**src/rtl/ledsup_pkg.sv**
```systemverilog
package ledsup_pkg;
   typedef enum logic [2:0] {
      ST_IDLE  = 3'd0,
      ST_HOLD  = 3'd1,
      ST_RAMP  = 3'd2,
      ST_RUN   = 3'd3,
      ST_LATCH = 3'd4
   } sup_state_t;

   localparam int unsigned FLAG_N  = 7;
   localparam int unsigned F_SUP   = 0;
   localparam int unsigned F_EN    = 1;
   localparam int unsigned F_OV    = 2;
   localparam int unsigned F_UV    = 3;
   localparam int unsigned F_OT    = 4;
   localparam int unsigned F_ILO   = 5;
   localparam int unsigned F_IHI   = 6;
endpackage

```
**src/rtl/ledsup_sync.sv**
```systemverilog
module ledsup_sync #(
   parameter int unsigned WIDTH  = 7,
   parameter int unsigned STAGES = 2
) (
   input  logic             clk,
   input  logic             rst_n,
   input  logic [WIDTH-1:0] async_i,
   output logic [WIDTH-1:0] sync_o
);
   logic [WIDTH-1:0] chain [STAGES];

   always_ff @(posedge clk or negedge rst_n) begin
      if (!rst_n) chain[0] <= '0;
      else        chain[0] <= async_i;
   end

   for (genvar g = 1; g < STAGES; g++) begin : g_stage
      always_ff @(posedge clk or negedge rst_n) begin
         if (!rst_n) chain[g] <= '0;
         else        chain[g] <= chain[g-1];
      end
   end

   assign sync_o = chain[STAGES-1];
endmodule

```
**src/rtl/ledsup_timer.sv**
```systemverilog
module ledsup_timer #(
   parameter int unsigned LIMIT = 500000
) (
   input  logic clk,
   input  logic rst_n,
   input  logic clr_i,
   input  logic run_i,
   output logic done_o
);
   localparam int unsigned CW   = (LIMIT < 2) ? 1 : $clog2(LIMIT);
   localparam logic [CW-1:0] LAST = CW'(LIMIT - 1);

   logic [CW-1:0] cnt;

   assign done_o = (cnt == LAST);

   always_ff @(posedge clk or negedge rst_n) begin
      if (!rst_n)                cnt <= '0;
      else if (clr_i)            cnt <= '0;
      else if (run_i && !done_o) cnt <= cnt + 1'b1;
   end

   AST_CNT_RANGE: assert property (@(posedge clk) disable iff (!rst_n)
      cnt <= LAST);
   AST_CLR_ZERO: assert property (@(posedge clk) disable iff (!rst_n)
      clr_i |=> (cnt == '0));
endmodule

```
**src/rtl/led_seq_supervisor.sv**
```systemverilog
module led_seq_supervisor
   import ledsup_pkg::*;
#(
   parameter int unsigned HOLD_CYC    = 500000,
   parameter int unsigned SS_CYC      = 200000,
   parameter int unsigned SYNC_STAGES = 2
) (
   input  logic clk,
   input  logic rst_n,
   input  logic supply_ok_i,
   input  logic bl_enable_i,
   input  logic ovp_i,
   input  logic uvp_i,
   input  logic otp_i,
   input  logic ilim_lo_i,
   input  logic ilim_hi_i,
   output logic gate_reset_o,
   output logic ss_run_o,
   output logic led_permit_o,
   output logic ss_end_o,
   output logic latched_o
);
   if (HOLD_CYC < 2)    begin : g_bad_hold  $error("HOLD_CYC must be at least 2");    end
   if (SS_CYC < 2)      begin : g_bad_ss    $error("SS_CYC must be at least 2");      end
   if (SYNC_STAGES < 2) begin : g_bad_sync  $error("SYNC_STAGES must be at least 2"); end

   logic [FLAG_N-1:0] raw, flg;
   sup_state_t        st, st_nxt;
   logic              hold_done, ramp_done;
   logic              sup_s, en_s, uv_s, hi_s, auto_s;

   assign raw[F_SUP] = supply_ok_i;
   assign raw[F_EN]  = bl_enable_i;
   assign raw[F_OV]  = ovp_i;
   assign raw[F_UV]  = uvp_i;
   assign raw[F_OT]  = otp_i;
   assign raw[F_ILO] = ilim_lo_i;
   assign raw[F_IHI] = ilim_hi_i;

   ledsup_sync #(.WIDTH(FLAG_N), .STAGES(SYNC_STAGES)) sync_i (
      .clk(clk), .rst_n(rst_n), .async_i(raw), .sync_o(flg));

   assign sup_s  = flg[F_SUP];
   assign en_s   = flg[F_EN];
   assign uv_s   = flg[F_UV];
   assign hi_s   = flg[F_IHI];
   assign auto_s = flg[F_OV] | flg[F_OT] | flg[F_ILO];

   ledsup_timer #(.LIMIT(HOLD_CYC)) hold_tmr_i (
      .clk(clk), .rst_n(rst_n),
      .clr_i((st != ST_HOLD) || auto_s),
      .run_i(st == ST_HOLD),
      .done_o(hold_done));

   ledsup_timer #(.LIMIT(SS_CYC)) ramp_tmr_i (
      .clk(clk), .rst_n(rst_n),
      .clr_i(st != ST_RAMP),
      .run_i(st == ST_RAMP),
      .done_o(ramp_done));

   always_comb begin
      st_nxt = st;
      if (!sup_s)                          st_nxt = ST_IDLE;
      else if (st == ST_LATCH || hi_s)     st_nxt = ST_LATCH;
      else if (!en_s)                      st_nxt = ST_IDLE;
      else begin
         unique case (st)
            ST_IDLE: st_nxt = ST_HOLD;
            ST_HOLD: if (!auto_s && hold_done) st_nxt = ST_RAMP;
            ST_RAMP: if (auto_s)               st_nxt = ST_HOLD;
                     else if (ramp_done)       st_nxt = ST_RUN;
            ST_RUN:  if (auto_s || uv_s)       st_nxt = ST_HOLD;
            default:                           st_nxt = ST_IDLE;
         endcase
      end
   end

   always_ff @(posedge clk or negedge rst_n) begin
      if (!rst_n) st <= ST_IDLE;
      else        st <= st_nxt;
   end

   assign gate_reset_o = (st != ST_RAMP) && (st != ST_RUN);
   assign ss_run_o     = (st == ST_RAMP) || (st == ST_RUN);
   assign led_permit_o = (st == ST_RUN);
   assign ss_end_o     = (st == ST_RUN);
   assign latched_o    = (st == ST_LATCH);

   AST_FAULT_SHUTDOWN: assert property (@(posedge clk) disable iff (!rst_n)
      (sup_s && en_s && auto_s && !hi_s && !latched_o) |=> gate_reset_o);
   AST_UV_MASKED: assert property (@(posedge clk) disable iff (!rst_n)
      (ss_run_o && !ss_end_o && uv_s && !auto_s && sup_s && en_s && !hi_s)
         |=> !gate_reset_o);
   AST_LATCH_HOLD: assert property (@(posedge clk) disable iff (!rst_n)
      (latched_o && sup_s) |=> latched_o);
   AST_SUPPLY_CLEAR: assert property (@(posedge clk) disable iff (!rst_n)
      !sup_s |=> (gate_reset_o && !latched_o && !ss_run_o));
   AST_END_AFTER_RAMP: assert property (@(posedge clk) disable iff (!rst_n)
      $rose(ss_end_o) |-> ($past(ss_run_o) && $past(ramp_done)));
   AST_HOLD_ELAPSED: assert property (@(posedge clk) disable iff (!rst_n)
      $fell(gate_reset_o) |-> $past(hold_done));
endmodule

```
**config.mk**
```make
export PLATFORM = sky130hd
export DESIGN_NAME = led_seq_supervisor
export DESIGN_NICKNAME = d
export VERILOG_FILES = /design/src/rtl/ledsup_pkg.sv /design/src/rtl/ledsup_sync.sv /design/src/rtl/ledsup_timer.sv /design/src/rtl/led_seq_supervisor.sv
export SDC_FILE = /design/constraint.sdc
export NUM_CORES = 1
export LEC_CHECK = 0
export BUFFER_PORTS_ARGS = -buffer_cell sky130_fd_sc_hd__buf_2
export CAP_MARGIN = 10
export CORE_MARGIN = 1
export CORE_UTILIZATION = 50
export DETAILED_ROUTE_END_ITERATION = 6
export GPL_TIMING_DRIVEN = 0
export PLACE_DENSITY = 0.66
export RECOVER_POWER = 100
export SYNTH_ARGS = -nofsm -noshare
export SYNTH_HDL_FRONTEND = slang
export SYNTH_SLANG_ARGS = --single-unit
```
**constraint.sdc**
```tcl
create_clock -name clk -period 2.45 [get_ports clk]
set_input_delay 0.49 -clock clk [delete_from_list [all_inputs] [get_ports clk]]
set_output_delay 0.49 -clock clk [all_outputs]
set_load 0.01 [all_outputs]
```
==> results of run 1 <==
[per-layer routing]
metal  track usage  share of wire
met1         0.250           0.48
met2         0.332           0.48
met3        0.0494          0.031
met4        0.0726          0.012
met5             0              0
[cell usage in the layout, fill, tap and decap left out, types with 6 or more instances in the layout]
cell type,netlist,routed
dfrtp_1,54,54
nor2_1,21,21
nand2_1,20,20
nand3_1,14,14
a21oi_1,14,14
o21ai_0,11,13
xnor2_1,12,12
clkbuf_1,4,9
nor3_1,9,9
nor4_1,9,9
inv_1,8,8
or4_1,7,8
buf_2,0,8
or3_1,7,7
nand4_1,5,6
and3_1,6,6
a31oi_1,6,6
[area by class of cell]
class / count / area (um^2) / share of cell area
timing repair buffer: 14 / 63.8 / 0.0229
inverter: 8 / 30.0 / 0.0108
clock inverter: 3 / 28.8 / 0.0103
tap: 67 / 83.8 / 0.0301
multi-input combinational: 187 / 1140 / 0.408
buffer: 5 / 22.5 / 0.00808
clock buffer: 5 / 68.8 / 0.0247
sequential: 54 / 1350 / 0.485
[power by group]
group          internal (mW)  total [mW]  switching, mW
Combinational        0.00935      0.0333         0.0240
Sequential             0.904       0.909        0.00518
Clock                  0.212       0.520          0.307
[registers in the layout (all words and copies together) (netlist names)]
| register | count |
|---|---|
| sync_i.chain | 7 |
| sync_i.sync_o | 7 |
| st | 3 |
| hold_tmr_i.cnt | 19 |
| ramp_tmr_i.cnt | 18 |
[worst max-delay path, cell delays in order (launching register included)]
cell,delay (ns)
dfrtp_1,0.43
ha_1,0.25
nand4_1,0.26
or3_1,0.49
or4_1,0.47
a21oi_1,0.15
[worst min-delay path by stage]
stage,cells past startpoint,to,start,slack [ns]
after floorplan,0,hold_tmr_i.cnt[0],rst_n,0.19
after global placement,0,sync_i.sync_o[0],sync_i.chain[7],0.33
after detailed placement,0,sync_i.sync_o[6],sync_i.chain[13],0.34
after CTS,1,sync_i.chain[7],supply_ok_i,0.26
after global routing,1,ramp_tmr_i.cnt[15],rst_n,0.18
final,1,ramp_tmr_i.cnt[12],rst_n,0.15
[cell families (layout without fill, tap and decap cells)]
kind of cell    Yosys count  after routing  synth area share
simple gates            121            121             0.268
flops                    54             54             0.530
compound gates           48             48             0.115
xor+xnor                 14             14            0.0481
buf+inv                  13             35            0.0206
fa+ha+maj                 2              2           0.00981
mux                       2              2           0.00834
[stage by stage]
stage,cells,setup WS (ns),cell area [um^2]
2_1_floorplan,254,0.573,2550
3_3_place_gp,334,0.434,2700
3_5_place_dp,334,0.393,2700
4_1_cts,342,0.389,2800
5_1_grt,343,0.176,2790
6_report,343,0.342,2790
==> results.md, run 1 <==
- Final Setup Violations: 0
- Mapped cell area: between 0.002 and 0.003 mm^2
- Mean Syn Cell Area: between 10 and 15 um^2
- Post-CTS setup buffer count: 0
- Std cell rows: 25
- Ys Warns: 0
- Top-count cell post-synth: dfrtp_1
- Total wire length: approximately 4700 um
- Post-synth cell types: 45
- Worst-Margin Slew: between 0.9 and 1 ns
- R2R depth: 5
- Residual DRC: 0
- Post-Synthesis Cells: approximately 250
- RSZ-0062 raised after global routing: no
- Worst EP required: between 2 and 3 ns
- CTS tree: done
- Part of the cycle the worst path needs: 0.860
- Max Slew Vio Count: 0
- Grt ovf: 0
- CTS root buf: clkbuf_8
- CTS buffer count: 5
- Post-synth top flop: dfrtp_1
- Static Leak: ~1 nW
- Die H: between 70 and 80 um
- Core ar.: between 0.004 and 0.005 mm^2
- Die X: between 70 and 80 um
- Area contributors post-synth: dfrtp_1 (53%), xnor2_1 (4.1%), nor2_1 (3.1%), nand2_1 (2.9%), a21oi_1 (2.7%)
- Final hold vios: 0
- Die area: about 0.0054 mm^2
- Final antenna-violating net count: 0
- R2R Setup Slk: ~0.34 ns
- Reg clk slew, reported paths: between 0.1 and 0.15 ns
- Filler cell count: 450
- First-pass GRT wire length: ~8100 um
- Largest net degree at the start of global routing: between 50 and 60
- CP arrival: 2.36 ns
- Final Core Density: 0.578
- Post-synth top area cell: dfrtp_1
- CTS H-tree lvls: 2
- Via Count: approximately 1.9k
- Worst setup endpoint: hold_tmr_i.cnt[18]
- Max Clock Skew: ~0.011 ns
- Wirelength per Cell: 13.6 um
- Worst setup path startpoint: hold_tmr_i.cnt[0]
- Crit path kind: flip-flop to flip-flop
- Vias in the first global route: between 1.5k and 2k
- Ports: 14
- Critical path endpoint category: flip-flop
- RR Startpoint: hold_tmr_i.cnt[0]
- Clk_lat worst skew: between 0.3 and 0.4 ns
- Drt first-iter violations: around 110
- Area growth from synthesis to layout: 9.22%
- Fmax: ~470 MHz
- Worst ir drop on vdd: about 0.00035 V
- PortBufs: 13
- Total global routing track utilization: 0.198
- Post-CTS Resized: 0
- Routed vias/inst: about 5.7
- Initial antenna violation count: 0
- Deepest clock path buffer count: 2
- # diodes: 0
- Rel. slew slack: 0.337
- Synth async-reset ratio: 1.00
- Top post-synthesis cells by count: dfrtp_1 (54), nor2_1 (21), nand2_1 (20), a21oi_1 (14), nand3_1 (14)
- Synthesized Nets: 265
- Post-route minimum period: approximately 2.1 ns
- Sequential element share of the synthesized area: 0.530
- GPL Wtd Cong: 0.798
- Max-cap violations: 0
- Type of origin of the critical path: flip-flop
- Pwr dens: between 500 and 600 mW/mm^2
- Hold Crit Class: primary input to asynchronous set/reset pin
- Post-route setup TNS: 0 ns
- HPWL after DPL: 3240 um
- Overall Power: between 1 and 1.5 mW
- Clock Sinks: 54
- Nets@finish: about 290
- Yosys top cell area share: 0.530
- Register bit count reported by yosys: 54
- Crit path max fanout: 6
- Post-synth EDFFs: 0
- Ratio of cells with drive above 1 in the final layout: 0.0833
- Hold WS: ~0.15 ns
- Status: complete, no violations
- Post-CTS Hold Buffers: 0
- RR Endpoint: hold_tmr_i.cnt[18]
- DR pass1 iterations: 5
- Initial Util: 0.530
Power figures use the tool's default switching activity.
==> run 2: changes to the inputs <==
==> constraint.sdc (replaced) <==
create_clock -name clk -period 2.45 [get_ports clk]
set_input_delay 0.1225 -clock clk [delete_from_list [all_inputs] [get_ports clk]]
set_output_delay 0.1225 -clock clk [all_outputs]
set_load 0.01 [all_outputs]
==> run 2 against run 1 <==
Total power increased by 0.85%. Final area is 2.9% higher. Routed wire length up 2.6%. Sequential share of layout area shrank 1.4 points. Critical path type unchanged. Critical endpoint unchanged. Largest cell class unchanged.
==> results.md, run 2 (synthesis results as in run 1) <==
- DR pass1 iterations: 4 (-1)
- Total wire length: 4800 um (+2.6%)
- CTS tree: done
- Post-route minimum period: 2.12 ns (+0.0134 ns)
- Ratio of cells with drive above 1 in the final layout: 0.0810 (-0.00235)
- Reg clk slew, reported paths: 0.11 ns (about the same)
- Crit path kind: flip-flop to flip-flop
- Critical path endpoint category: flip-flop
- Switching Fraction: 0.231 (+0.000810)
- Clk_lat worst skew: 0.31 ns (about the same)
- Power Internal: 1.13 mW (+0.75%)
- First-pass GRT wire length: 8230 um (+1.3%)
- Worst setup path startpoint: hold_tmr_i.cnt[0]
- Largest regs: hold_tmr_i.cnt x19, ramp_tmr_i.cnt x18
- Final Setup Violations: 0 (unchanged)
- Clk pwr share: 0.354 (about the same)
- Die H: 73.4 um (unchanged)
- Ports: 14 (unchanged)
- Status: complete, no violations
- Sequential Power Share: 0.617 (-0.005)
- Via Count: 1990 (+2.6%)
- Largest register by flop count: hold_tmr_i.cnt
- CTS H-tree lvls: 2 (unchanged)
- RR Endpoint: hold_tmr_i.cnt[18]
- Most common cell after layout, fill and taps aside: dfrtp_1
- CTS root buf: clkbuf_8
- Static Leak: 1.05 nW (+3.3%)
- CP arrival: 2.37 ns (about the same)
- Worst setup endpoint: hold_tmr_i.cnt[18]
- Crit-path slowest cell: or3_1
- Initial Util: 0.530 (unchanged)
- Fmax: 471 MHz (-0.63%)
- CTS buffer count: 5 (unchanged)
- Switching pwr: 0.341 mW (+1.2%)
- Die X: 73.4 um (unchanged)
- Nets@finish: 294 (+2.8%)
- Residual DRC: 0 (unchanged)
- Deepest clock path buffer count: 2 (unchanged)
- Part of the cycle the worst path needs: 0.866 (+0.00546)
- Pwr dens: 514 mW/mm^2 (-2.0%)
- Final Core Density: 0.595 (+0.0166)
- Worst EP required: 2.70 ns (about the same)
- Combinational power share: 0.029 (+0.006)
- Commonest cells after routing, fill and taps aside: dfrtp_1 (54), nor2_1 (21), nand2_1 (20), nand3_1 (14), a21oi_1 (14)
- Worst ir drop on vdd: 0.000354 V (+2.5%)
- Routed vias/inst: 5.67 (+0.29%)
- Final hold vios: 0 (unchanged)
- Largest net degree at the start of global routing: 55 (unchanged)
- # diodes: 0 (unchanged)
- Max Clock Skew: 0.0105 ns (-0.0000834 ns)
- RR Startpoint: hold_tmr_i.cnt[0]
- Worst-Margin Slew: 0.993 ns (-0.00122 ns)
- Die area: 0.00539 mm^2 (unchanged)
- Crit path max fanout: 6 (unchanged)
- Drt first-iter violations: 93 (-13%)
- Clock Sinks: 54 (unchanged)
- PortBufs: 13 (unchanged)
- Total global routing track utilization: 0.202 (+0.00326)
- R2R Setup Slk: 0.33 ns (about the same)
- Post-route design area: 0.00287 mm^2 (+2.9%)
- Std cell rows: 25 (unchanged)
- Max reg flops: 19 (unchanged)
- Post-place instance area: 0.00270 mm^2 (unchanged)
- Area growth from synthesis to layout: 12.4%
- Post-route setup TNS: 0 ns (unchanged)
- Max-cap violations: 0 (unchanged)
- Final antenna-violating net count: 0 (unchanged)
- Initial antenna violation count: 0 (unchanged)
- Vias in the first global route: 1855 (+1.3%)
- Critical-path cell list: ha_1 > nand4_1 > or3_1 > or4_1 > a21oi_1
- Type of origin of the critical path: flip-flop
- Final worst setup slack: 0.328 ns (-0.0134 ns)
- HPWL after DPL: 3240 um (unchanged)
- Grt ovf: 0 (unchanged)
- R2R depth: 5 (unchanged)
- Wirelength per Cell: 13.7 um (+0.29%)
- RSZ-0062 raised after global routing: no
- GPL Wtd Cong: 0.798 (unchanged)
- Worst stage delay on the critical path: 0.49 ns (about the same)
- Core ar.: 0.00482 mm^2 (unchanged)
- Rel. slew slack: 0.338 (+0.000817)
- DP Worst Slack: 0.393 ns (unchanged)
- Max Slew Vio Count: 0 (unchanged)
- Hold Crit Class: primary input to asynchronous set/reset pin
## run 2: changes by cell type in the layout (fill, tap and decap cells not counted), sizes merged
cell / before / now
dlygate4sd3: 0 / 8
## run 2: stage by stage
stage	power (mW)	instances	hold slack [ns]
floorplan	0.934	254	-0.173
global placement	0.961	334	0.231
detailed placement	0.962	334	0.232
CTS	1.49	349	0.0699
global route	1.54	351	0.366
finish	1.47	351	0.322
## run 2: layer usage
layer | routed length (um) | vias up | global-route usage | share of wire
met5 | 0 | - | 0 | 0
met4 | 56 | 0 | 0.0726 | 0.012
met3 | 129 | 6 | 0.0494 | 0.027
met2 | 2320 | 31 | 0.344 | 0.48
met1 | 2300 | 957 | 0.250 | 0.48
li1 | - | 996 | - | -
## run 2: worst min-delay path by stage
stage | slack (ns) | endpoint | cells after the start | startpoint
final | 0.32 | ramp_tmr_i.cnt[12] | 2 | rst_n
after global routing | 0.37 | ramp_tmr_i.cnt[15] | 2 | rst_n
after CTS | 0.07 | ramp_tmr_i.cnt[12] | 1 | rst_n
after detailed placement | 0.23 | sync_i.chain[7] | 1 | supply_ok_i
after global placement | 0.23 | sync_i.chain[7] | 1 | supply_ok_i
after floorplan | -0.17 | hold_tmr_i.cnt[0] | 0 | rst_n
## run 2: layout make-up
type / instances / area [um^2]
fillers: 440 / 1950
inverters: 8 / 30.0
flip-flops and latches: 54 / 1350
plain buffers: 5 / 22.5
repair buffers: 22 / 144
clock buffers: 5 / 68.8
clock inverters: 3 / 28.8
multi-input cells: 187 / 1140
well taps: 67 / 83.8
## run 2: power by group through the flow
stage	Combinational (mW)	Sequential (mW)	Clock, mW
after detailed placement	0.0351	0.927	0
after CTS	0.0435	0.910	0.541
final	0.0434	0.909	0.522
after global routing	0.0502	0.911	0.575
after floorplan	0.00880	0.926	0
after global placement	0.0345	0.927	0
## run 2: worst max-delay path, delay by kind of cell, from the launching register on
family,cells,cell delay [ns]
flip-flops,1,0.43
AND/OR/NAND/NOR,3,1.23
adder cells (fa/ha/maj),1,0.25
AO/OA/AOI/OAI,1,0.15
## run 2: repair_timing
item,CTS,global route
buffers inserted,0,0
gates resized for setup,0,0
setup endpoints to repair,0,0
hold endpoints to repair,7,11
hold buffers,7,1
